===== config.mk =====
export PLATFORM = sky130hd
export DESIGN_NAME = wm_fifo_irq
export DESIGN_NICKNAME = d
export VERILOG_FILES = /design/src/rtl/wm_fifo_pkg.sv /design/src/rtl/wm_fifo_store.sv /design/src/rtl/wm_irq_bank.sv /design/src/rtl/wm_fifo_irq.sv
export SDC_FILE = /design/constraint.sdc
export NUM_CORES = 2
export LEC_CHECK = 0
export BUFFER_PORTS_ARGS = -buffer_cell sky130_fd_sc_hd__buf_2
export CAP_MARGIN = 40
export CORE_MARGIN = 5
export CORE_UTILIZATION = 65
export DETAILED_ROUTE_END_ITERATION = 7
export HOLD_SLACK_MARGIN = 0.05
export PLACE_DENSITY_LB_ADDON = 0.05
export SYNTH_ARGS = -nofsm -noshare
export SYNTH_HDL_FRONTEND = slang
export SYNTH_SLANG_ARGS = --single-unit

===== constraint.sdc =====
create_clock -name clk -period 12.62 [get_ports clk]
set_input_delay 2.524 -clock clk [delete_from_list [all_inputs] [get_ports clk]]
set_output_delay 2.524 -clock clk [all_outputs]
set_load 0.05 [all_outputs]

===== src/rtl/wm_fifo_pkg.sv =====
package wm_fifo_pkg;
  // register addresses
  localparam logic [2:0] A_CTRL = 3'd0;
  localparam logic [2:0] A_LCHK = 3'd1;
  localparam logic [2:0] A_OP   = 3'd2;
  localparam logic [2:0] A_STAT = 3'd3;
  localparam logic [2:0] A_IEN  = 3'd4;
  localparam logic [2:0] A_IST  = 3'd5;
  localparam logic [2:0] A_DATA = 3'd6;

  // field offsets
  localparam int CTRL_THR_LSB = 2;
  localparam int CHK0_LSB     = 0;
  localparam int CHK1_LSB     = 10;
  localparam int CHK2_LSB     = 20;

  // interrupt status bit positions
  localparam int IRQ_W   = 13;
  localparam int B_RXDONE = 0;
  localparam int B_TXDONE = 1;
  localparam int B_OVF    = 2;
  localparam int B_UDF    = 3;
  localparam int B_FULL   = 6;
  localparam int B_EMPTY  = 7;
  localparam int B_RXTHR  = 8;
  localparam int B_TXTHR  = 9;
  localparam int B_FEND   = 10;

  typedef enum logic [1:0] {
    WM_BYTE = 2'd0,
    WM_HALF = 2'd1,
    WM_WORD = 2'd2,
    WM_WIDE = 2'd3
  } width_mode_e;
endpackage


===== src/rtl/wm_fifo_store.sv =====
module wm_fifo_store #(
  parameter int DW    = 32,
  parameter int DEPTH = 64,
  parameter int LVL_W = 7
) (
  input  logic             clk,
  input  logic             rst,
  input  logic             clr,
  input  logic             en,
  input  logic             push,
  input  logic [DW-1:0]    push_data,
  input  logic             pop,
  output logic [DW-1:0]    pop_data,
  output logic [LVL_W-1:0] level,
  output logic             full,
  output logic             empty,
  output logic             ovf,
  output logic             udf
);
  localparam int PW = (DEPTH > 1) ? $clog2(DEPTH) : 1;
  localparam logic [LVL_W-1:0] LVL_MAX = LVL_W'(DEPTH);
  localparam logic [PW-1:0]    PTR_END = PW'(DEPTH - 1);

  logic [DW-1:0]    mem [DEPTH];
  logic [PW-1:0]    wp_q, rp_q;
  logic [LVL_W-1:0] level_q;
  logic [DW-1:0]    pop_q;
  logic             do_push, do_pop;

  assign full    = (level_q == LVL_MAX);
  assign empty   = (level_q == '0);
  assign do_push = en && push && !full;
  assign do_pop  = en && pop && !empty;
  assign ovf     = en && push && full;
  assign udf     = en && pop && empty;

  always_ff @(posedge clk) begin
    if (rst || clr) begin
      wp_q    <= '0;
      rp_q    <= '0;
      level_q <= '0;
    end else begin
      if (do_push) wp_q <= (wp_q == PTR_END) ? '0 : wp_q + 1'b1;
      if (do_pop)  rp_q <= (rp_q == PTR_END) ? '0 : rp_q + 1'b1;
      if (do_push && !do_pop)      level_q <= level_q + 1'b1;
      else if (do_pop && !do_push) level_q <= level_q - 1'b1;
    end
  end

  // block-RAM style: write port and registered read port, no reset
  always_ff @(posedge clk) begin
    if (do_push) mem[wp_q] <= push_data;
  end

  always_ff @(posedge clk) begin
    if (do_pop) pop_q <= mem[rp_q];
  end

  assign pop_data = pop_q;
  assign level    = level_q;


  level_le_depth_chk: assert property (@(posedge clk) disable iff (rst)
    level_q <= LVL_MAX);

  ovf_hold_chk: assert property (@(posedge clk) disable iff (rst)
    (ovf && !pop && !clr) |=> (level_q == $past(level_q)));

  clr_empty_chk: assert property (@(posedge clk) disable iff (rst)
    clr |=> (level_q == '0));

  idle_hold_chk: assert property (@(posedge clk) disable iff (rst)
    (!en && !clr) |=> $stable(level_q));
endmodule


===== src/rtl/wm_irq_bank.sv =====
module wm_irq_bank
  import wm_fifo_pkg::*;
#(
  parameter int LVL_W = 7,
  parameter int THR_W = 8,
  parameter int DEPTH = 64,
  parameter bit IS_RX = 1'b1
) (
  input  logic             clk,
  input  logic             rst,
  input  logic [LVL_W-1:0] level,
  input  logic [THR_W-1:0] thr,
  input  logic             ovf,
  input  logic             udf,
  input  logic             ev_done,
  input  logic             ev_fend,
  input  logic             en_we,
  input  logic             st_we,
  input  logic [IRQ_W-1:0] wdata,
  output logic [IRQ_W-1:0] st,
  output logic [IRQ_W-1:0] en,
  output logic             irq
);
  logic [LVL_W-1:0] prev_q;
  logic [IRQ_W-1:0] st_q, en_q, set_v, clr_v;
  logic             irq_q;
  int               lv, pv, tv;

  always_comb begin
    lv    = int'(level);
    pv    = int'(prev_q);
    tv    = int'(thr);
    set_v = '0;
    set_v[B_OVF]   = ovf;
    set_v[B_UDF]   = udf;
    set_v[B_FULL]  = (pv != DEPTH) && (lv == DEPTH);
    set_v[B_EMPTY] = (pv != 0) && (lv == 0);
    set_v[B_FEND]  = ev_fend;
    if (IS_RX) begin
      set_v[B_RXDONE] = ev_done;
      set_v[B_RXTHR]  = (pv < tv) && (lv >= tv);
    end else begin
      set_v[B_TXDONE] = ev_done;
      set_v[B_TXTHR]  = (pv > tv) && (lv <= tv);
    end
    clr_v = st_we ? wdata : '0;
  end

  always_ff @(posedge clk) begin
    if (rst) begin
      prev_q <= '0;
      st_q   <= '0;
      en_q   <= '0;
      irq_q  <= 1'b0;
    end else begin
      prev_q <= level;
      st_q   <= (st_q & ~clr_v) | set_v;
      if (en_we) en_q <= wdata;
      irq_q  <= |(st_q & en_q);
    end
  end

  assign st  = st_q;
  assign en  = en_q;
  assign irq = irq_q;


  fend_set_chk: assert property (@(posedge clk) disable iff (rst)
    ev_fend |=> st_q[B_FEND]);

  w1c_clear_chk: assert property (@(posedge clk) disable iff (rst)
    (st_we && |(wdata & ~set_v)) |=> ((st_q & $past(wdata & ~set_v)) == '0));
endmodule


===== src/rtl/wm_fifo_irq.sv =====
module wm_fifo_irq
  import wm_fifo_pkg::*;
#(
  parameter int DW    = 32,
  parameter int DEPTH = 64,
  parameter int THR_W = 8,
  parameter int CHK_W = 6,
  parameter bit IS_RX = 1'b1
) (
  input  logic          clk,
  input  logic          rst,
  input  logic          reg_wr,
  input  logic          reg_rd,
  input  logic [2:0]    reg_addr,
  input  logic [31:0]   reg_wdata,
  output logic [31:0]   reg_rdata,
  input  logic          eng_xfer,
  input  logic [DW-1:0] eng_wdata,
  output logic [DW-1:0] eng_rdata,
  input  logic          ev_done,
  input  logic          ev_frame_end,
  output logic          irq
);
  localparam int LVL_W = $clog2(DEPTH + 1);

  logic [1:0]       width_q;
  logic [THR_W-1:0] thr_q;
  logic [CHK_W-1:0] chk0_q, chk1_q, chk2_q;
  logic             start_q;
  logic [31:0]      rd_q;
  logic             data_sel_q;

  logic             clr, push, pop, full, empty, ovf, udf;
  logic [DW-1:0]    raw, masked, pop_data;
  logic [LVL_W-1:0] level;
  logic [IRQ_W-1:0] st, en;
  logic [31:0]      stat_w;
  logic             wr_data_hit, rd_data_hit;

  assign wr_data_hit = reg_wr && (reg_addr == A_DATA);
  assign rd_data_hit = reg_rd && (reg_addr == A_DATA);
  assign clr         = reg_wr && (reg_addr == A_OP) && reg_wdata[0];

  // direction selects which side pushes and which pops
  assign push = IS_RX ? eng_xfer : wr_data_hit;
  assign pop  = IS_RX ? rd_data_hit : eng_xfer;
  assign raw  = IS_RX ? eng_wdata : reg_wdata[DW-1:0];

  always_comb begin
    case (width_mode_e'(width_q))
      WM_BYTE: masked = {{(DW-8){1'b0}}, raw[7:0]};
      WM_HALF: masked = {{(DW-16){1'b0}}, raw[15:0]};
      default: masked = raw;
    endcase
  end

  always_ff @(posedge clk) begin
    if (rst) begin
      width_q <= '0;
      thr_q   <= '0;
      chk0_q  <= '0;
      chk1_q  <= '0;
      chk2_q  <= '0;
      start_q <= 1'b0;
    end else if (reg_wr) begin
      case (reg_addr)
        A_CTRL: begin
          width_q <= reg_wdata[1:0];
          thr_q   <= reg_wdata[CTRL_THR_LSB +: THR_W];
        end
        A_LCHK: begin
          chk0_q <= reg_wdata[CHK0_LSB +: CHK_W];
          chk1_q <= reg_wdata[CHK1_LSB +: CHK_W];
          chk2_q <= reg_wdata[CHK2_LSB +: CHK_W];
        end
        A_OP:    start_q <= reg_wdata[1];
        default: ;
      endcase
    end
  end

  wm_fifo_store #(.DW(DW), .DEPTH(DEPTH), .LVL_W(LVL_W)) u_store (
    .clk      (clk),
    .rst      (rst),
    .clr      (clr),
    .en       (start_q),
    .push     (push),
    .push_data(masked),
    .pop      (pop),
    .pop_data (pop_data),
    .level    (level),
    .full     (full),
    .empty    (empty),
    .ovf      (ovf),
    .udf      (udf)
  );

  wm_irq_bank #(.LVL_W(LVL_W), .THR_W(THR_W), .DEPTH(DEPTH), .IS_RX(IS_RX)) u_irq (
    .clk    (clk),
    .rst    (rst),
    .level  (level),
    .thr    (thr_q),
    .ovf    (ovf),
    .udf    (udf),
    .ev_done(ev_done),
    .ev_fend(ev_frame_end),
    .en_we  (reg_wr && (reg_addr == A_IEN)),
    .st_we  (reg_wr && (reg_addr == A_IST)),
    .wdata  (reg_wdata[IRQ_W-1:0]),
    .st     (st),
    .en     (en),
    .irq    (irq)
  );

  always_comb begin
    stat_w       = '0;
    stat_w[7:0]  = 8'(level);
    stat_w[8]    = full;
    stat_w[9]    = empty;
    stat_w[10]   = int'(level) >= int'(chk0_q);
    stat_w[11]   = int'(level) >= int'(chk1_q);
    stat_w[12]   = int'(level) >= int'(chk2_q);
  end

  always_ff @(posedge clk) begin
    if (rst) begin
      rd_q       <= '0;
      data_sel_q <= 1'b0;
    end else if (reg_rd) begin
      data_sel_q <= (reg_addr == A_DATA);
      rd_q       <= '0;
      case (reg_addr)
        A_CTRL: begin
          rd_q[1:0]                     <= width_q;
          rd_q[CTRL_THR_LSB +: THR_W]   <= thr_q;
        end
        A_LCHK: begin
          rd_q[CHK0_LSB +: CHK_W] <= chk0_q;
          rd_q[CHK1_LSB +: CHK_W] <= chk1_q;
          rd_q[CHK2_LSB +: CHK_W] <= chk2_q;
        end
        A_OP:    rd_q[1]         <= start_q;
        A_STAT:  rd_q            <= stat_w;
        A_IEN:   rd_q[IRQ_W-1:0] <= en;
        A_IST:   rd_q[IRQ_W-1:0] <= st;
        default: ;
      endcase
    end
  end

  assign reg_rdata = data_sel_q ? 32'(pop_data) : rd_q;
  assign eng_rdata = pop_data;
endmodule


Word-level counts from Yosys, hierarchy flattened. Memory sizes are Yosys's and may differ from the RTL's. A register that Yosys moved wholly into a read port is not among the register bits. Cells that the tools add are included.

Order comparisons: 5. Equality and inequality tests: 12. Multiplexer cells: 16. Add/sub/neg operators: 4. Bitwise gates (word level): 4. Reduce and logical (&&, ||, !) cells: 31.

Operators with widths (number): 32-bit case mux with 2 select lines (1); 32-bit two-way mux (1); 13-bit AND (2); 7-bit by 6-bit >= comparator with 1-bit output (3); 4-bit case mux with 5 select lines (1); 6-bit two-way mux (3); 1-bit logical AND (16); 4-bit case mux with 4 select lines (1); 7-bit equality test (second input constant) (2); 7-bit logical NOT (2); 7-bit two-way mux (2); 13-bit two-way mux (1); 13-bit NOT (1); 13-bit by 11-bit OR with 13-bit output (1); 13-bit OR reduction (1); 6-bit by 1-bit adder with 6-bit output (second input constant) (2); 6-bit equality test (second input constant) (2); 3-bit case mux with 4 select lines (1); 3-bit equality test (second input constant) (3); 7-bit by 8-bit >= comparator with 1-bit output (1); 7-bit by 8-bit less-than comparator with 1-bit output (1); 7-bit by 1-bit adder with 7-bit output (second input constant) (1); 7-bit inequality test (second input constant) (1); 7-bit nonzero test (1); other kinds (14) (21).

Bits in writable memories: 2048. Output and inout bits: 65. Bits in registers: 105. Memories: 1. Input port bits: 74. Word-level logic and storage cells: 88.

Memories: u_store.mem (words 64, width 32, read ports 1, clocked after memory_dff 1, wr ports 1, line wm_fifo_store.sv:24) `logic [DW-1:0] mem [DEPTH];`.

Depth between registers and ports, before layout.
Word-level depth: 7. Mapped depth: 16.

Hierarchy. A second synthesis with hierarchy kept.

Cells, all modules: 4066. Area total of the unflattened synthesis: 84842.6 um^2.

By module, submodules not included: wm_fifo_store (sequential area each 62840.3 um^2, cells each 3501, instances 1, area each 80008.0 um^2); wm_fifo_irq (sequential area each 1041.0 um^2, cells each 404, instances 1, area each 3329.4 um^2); wm_irq_bank (sequential area each 680.7 um^2, cells each 161, instances 1, area each 1505.2 um^2).

Least setup slack after synthesis. Ideal clock, no wire load.

Path type: input -> register. Start: input reg_addr[0]. End: register u_store.level_q[6] (netlist: u_store.level[6]). Setup time: 70 ps. Path buffers: 2. Data required time: 12550 ps. Arrival time: 6346 ps. Stages on the path: 16. Setup slack: 6205 ps. Cells stage by stage: clkbuf_1 > and3b_1 > and3_1 > nor2b_1 > clkbuf_1 > inv_1 > ha_1 > inv_1 > ha_1 > a21o_1 > a21o_1 > a21o_1 > a21oi_1 > xnor2_1 > or3_1 > a21oi_1.

Word-level cells in the longest chain between the ends: 7. Elaborated cells on any way between the ends: 13.

Ends and longest elaborated chain: start: declaration (line wm_fifo_irq.sv:14) `input logic [2:0] reg_addr,`; 3-bit equality test * (line wm_fifo_irq.sv:41) `assign rd_data_hit = reg_rd && (reg_addr == A_DATA);`; 1-bit logical AND * (line wm_fifo_irq.sv:41); 1-bit logical AND * (2 in series) (line wm_fifo_store.sv:33) `assign do_pop = en && pop && !empty;`; via u_store.do_pop (line wm_fifo_store.sv:28) `logic do_push, do_pop;`; 1-bit logical NOT (line wm_fifo_store.sv:45) `if (do_push && !do_pop) level_q <= level_q + 1'b1;`; 1-bit logical AND (line wm_fifo_store.sv:45); 7-bit two-way mux / 2-bit nonzero test (equally long branches); end signal: assignment (line wm_fifo_store.sv:45); end signal: assignment (line wm_fifo_store.sv:46) `else if (do_pop && !do_push) level_q <= level_q - 1'b1;`; end: declaration (line wm_fifo_store.sv:26) `logic [LVL_W-1:0] level_q;`.

Mark *: on every way through the listed nets, which the timed path passes. The rest lies on a longest branch. A chain may end at the register's enable or synchronous reset.

Worst setup path after layout.
Start: input reg_addr[2]. End: register u_store.level_q[6] (netlist: u_store.level[6]).

Word-level cells in the longest chain between the ends: 7. Elaborated cells on any way between the ends: 13.

Ends and longest elaborated chain (line): 3-bit equality test (wm_fifo_irq.sv:41); 1-bit logical AND (wm_fifo_irq.sv:41); 1-bit logical AND (2 in series) (wm_fifo_store.sv:33); 1-bit logical NOT (wm_fifo_store.sv:45); 1-bit logical AND (wm_fifo_store.sv:45); 7-bit two-way mux / 2-bit nonzero test (equally long branches).

Several ways; a longest one is shown, not always the timed one.

==> results.yml <==
worst_setup_path:
  cp.arrival_ns: 6.29
  cp_common_cell: "a21o_1"
  path_cells: "buf_2, and3b_1, and3_1, nor2b_4, buf_4, inv_1, ha_1, inv_1, ha_1, a21o_1, a21o_1, a21o_1, a21oi_1, xnor2_1, or3_1, a21oi_1"
  cp_data_required_time_ns: 13.38
  crit_path_max_fanout: 38
  reg2reg_depth: 8
  cp-start-kind: "primary input"
  r2r_start: "u_store.rp_q[0]$_SDFFE_PP0P_"
  endpoint_kind: "flip-flop"
  slowest_stage: "buf_4"
  critPathMaxStageDelay_ns: 0.59
  reg2reg_slack_ns: 7.53
  critical_path_class: "in -> reg"
  reg2reg_to: "u_store.pop_data[4]$_DFFE_PP_"
min_path:
  min-delay-start: "u_irq.st[4]$_SDFF_PP0_"
  worstHoldPathType: "reg -> reg"
  min_path_cells: 2
  holdPathEnd: "u_irq.st[4]$_SDFF_PP0_"
logic_synthesis:
  synth_ff_type: "edfxtp_1"
  syn_area_sq_um: 84670
  syn_area_per_cell_sq_um: 21.50
  async_reset_ff_share_pct: 0
  ys_warn_count: 0
  synth_edf_count: 2080
  synth.top_cell.area_share_pct: 73.77
  yosys-top-cells-count: "edfxtp_1, mux4_2, nor2_1"
  synth_most_common_cell: "edfxtp_1"
  synth_area_leaders: "edfxtp_1, mux4_2, dfxtp_1"
  synth_cell_type_count: 54
  syn_nets: 4053
  ys_seq_area_share_pct: 76.25
  synthCells: 3938
  synth-seq-cells: 2185
  yosys.area.top_type: "edfxtp_1"
cts:
  path_clk_slew_ns: 0.06
  cts_tree: "built"
  cts_inserted_buffers: 208
  post_cts_buffers: 0
  cts-root-buf: "clkbuf_16"
  htreeDepth: 4
  insertion_delay_ns: 0.84
  cts_resized: 0
  cts_buffer_depth: 3
  hold_buffers: 0
  clock_sinks: 2185
floorplan:
  die-area_sq_um: 137600
  die_y_um: 370.9
  core_sq_um: 129500
  boundaryPins: 139
  start_util_pct: 65.39
  rows: 132
  floorplan.die.width_um: 370.9
power_and_ir_drop:
  seq_power_share_pct: 55.9
  comb_power_share_pct: 1.1
  ir_drop_uv: 128.4
  internal-power_mw: 11.40
  clkPwrFrac_pct: 43.1
  swShare_pct: 19.20
  p_sw_mw: 2.709
  p_leak_nw: 27.23
  p_per_area_nw_per_um2: 148.0
finish:
  drive_above_1_share_pct: 29.02
  area_growth_pct: 12.58
  nets: 4326
  fill_cells: 7310
outcome:
  status: "finished clean"
drt:
  drt_iter0_drc: 6030
  firstDrtPassIters: 6
  route.detailed.drc: 0
  num_vias: 42280
  antenna_left: 0
  vias_per_cell: 6.906
  drt_wl_total_um: 213300
  wl_per_cell_um: 34.84
global_routing:
  antenna_found_initial: 9
  grtUsageTotal_pct: 31.72
  grt_pass1_wl_um: 304900
  grt_use_met3_pct: 6.482
  met1_usage_pct: 45.53
  grt_busiest_layer: "met2"
  grt_overflow: 0
  grt_max_degree: 144
  grt_use_met2_pct: 50.44
  grt_pass1_vias: 42596
timing:
  max_slew_margin_pct: 25.10
  setup_slack_ns: 7.087
  tns_ns: 0
  max_freq_ghz: 0.1807
  hold_viol_final: 0
  finalSetupViolations: 0
  tightest_slew_ns: 1.123
  final.period_utilization_pct: 43.84
  finalMaxSlewViolations: 0
  layout_min_cycle_time_ns: 5.533
  final.setup_skew_ns: 0.03129
  rsz0062_at_grt: "false"
flow_run:
  maxCapViolations: 0
placed_design:
  dpl.hpwl_um: 116900
  place.gp.congestion: 0.8482
  io_buffers: 128
  dp_slack_ns: 6.305
## cells by family after synthesis
family / Yosys count / synth area share (%)
buf+inv: 252 / 1.346
simple gates: 402 / 2.162
flops: 2185 / 76.25
compound gates: 322 / 2.342
mux: 721 / 17.13
xor+xnor: 15 / 0.1552
fa+ha+maj: 41 / 0.6147
## cell usage in the layout, fill, tap and decap left out, types with 52 or more instances in the layout
cell and count:
o21ai_0 60, nor2_4 65, nand2_1 123, dfxtp_1 99
clkbuf_16 212, buf_2 130, a21oi_1 99, mux4_2 579
buf_4 110, clkbuf_1 52, nor2_1 82, mux2i_1 108
edfxtp_1 2080
## registers in the layout, summed over array words and instances, names as in the netlist
signal	flops
chk0_q	6
u_store.level	7
start_q	1
data_sel_q	1
u_irq.irq	1
u_store.mem	2048
u_irq.prev_q	7
chk2_q	6
u_store.pop_data	32
thr_q	8
width_q	2
u_irq.st	13
rd_q	22
u_store.rp_q	6
u_irq.en	13
u_store.wp_q	6
chk1_q	6
## power by group through the flow
| stage | Clock, mW | Combinational, mW | Sequential [mW] |
|---|---|---|---|
| 2_1_floorplan | 0 | 0.0645 | 8.03 |
| 3_3_place_gp | 0 | 0.130 | 8.04 |
| 3_5_place_dp | 0 | 0.148 | 8.03 |
| 4_1_cts | 6.14 | 0.148 | 7.88 |
| 5_1_grt | 6.48 | 0.160 | 7.88 |
| 6_report | 6.07 | 0.150 | 7.88 |
## worst max-delay path, delay by kind of cell
kind,cells,cell delay (ns)
xor+xnor,1,0.09
buf+inv,4,1.31
compound gates,5,0.87
simple gates,4,0.92
fa+ha+maj,2,0.57
## metrics by stage
| step | total power [mW] | hold WS (ns) | utilization [%] | instances | cell area (sq um) |
|---|---|---|---|---|---|
| 3_5_place_dp | 8.183 | 0.4554 | 68.48 | 5741 | 88670 |
| 4_1_cts | 14.17 | 0.4655 | 73.60 | 6119 | 95300 |
| 5_1_grt | 14.51 | 0.4878 | 73.62 | 6122 | 95320 |
| 6_report | 14.10 | 0.4698 | 73.62 | 6122 | 95320 |
| 3_3_place_gp | 8.167 | 0.4434 | 67.98 | 5706 | 88020 |
| 2_1_floorplan | 8.098 | 0.4212 | - | 3938 | 84670 |
## routing by layer
metal	routed length, um	up-vias
met1	79660	22387
met5	21	-
met2	103900	2594
met3	22460	353
li1	-	16942
met4	7205	4
## cell type report
cell class / count / area, sq um / share of cell area [%]
clock buffer: 268 / 5555 / 5.828
antenna: 1 / 2.502 / 0.002625
tap: 1742 / 2180 / 2.287
sequential: 2185 / 64580 / 67.75
inverter: 38 / 143.9 / 0.1509
timing repair buffer: 277 / 2241 / 2.351
clock inverter: 110 / 1070 / 1.122
multi-input combinational: 1501 / 19550 / 20.51
## worst max-delay path by stage
stage / startpoint / end / slack, ns / depth (start not counted)
2_1_floorplan: reg_addr[0] / u_store.level[6]$_SDFFE_PP0P_ / 6.20 / 16
3_3_place_gp: reg_addr[2] / u_store.level[6]$_SDFFE_PP0P_ / 6.23 / 16
6_report: reg_addr[2] / u_store.level[6]$_SDFFE_PP0P_ / 7.09 / 16
3_5_place_dp: reg_addr[2] / u_store.level[6]$_SDFFE_PP0P_ / 6.30 / 16
4_1_cts: reg_addr[2] / u_store.level[6]$_SDFFE_PP0P_ / 7.18 / 16
5_1_grt: reg_addr[2] / u_store.level[6]$_SDFFE_PP0P_ / 6.88 / 16
(Power assumes the default switching activity.)
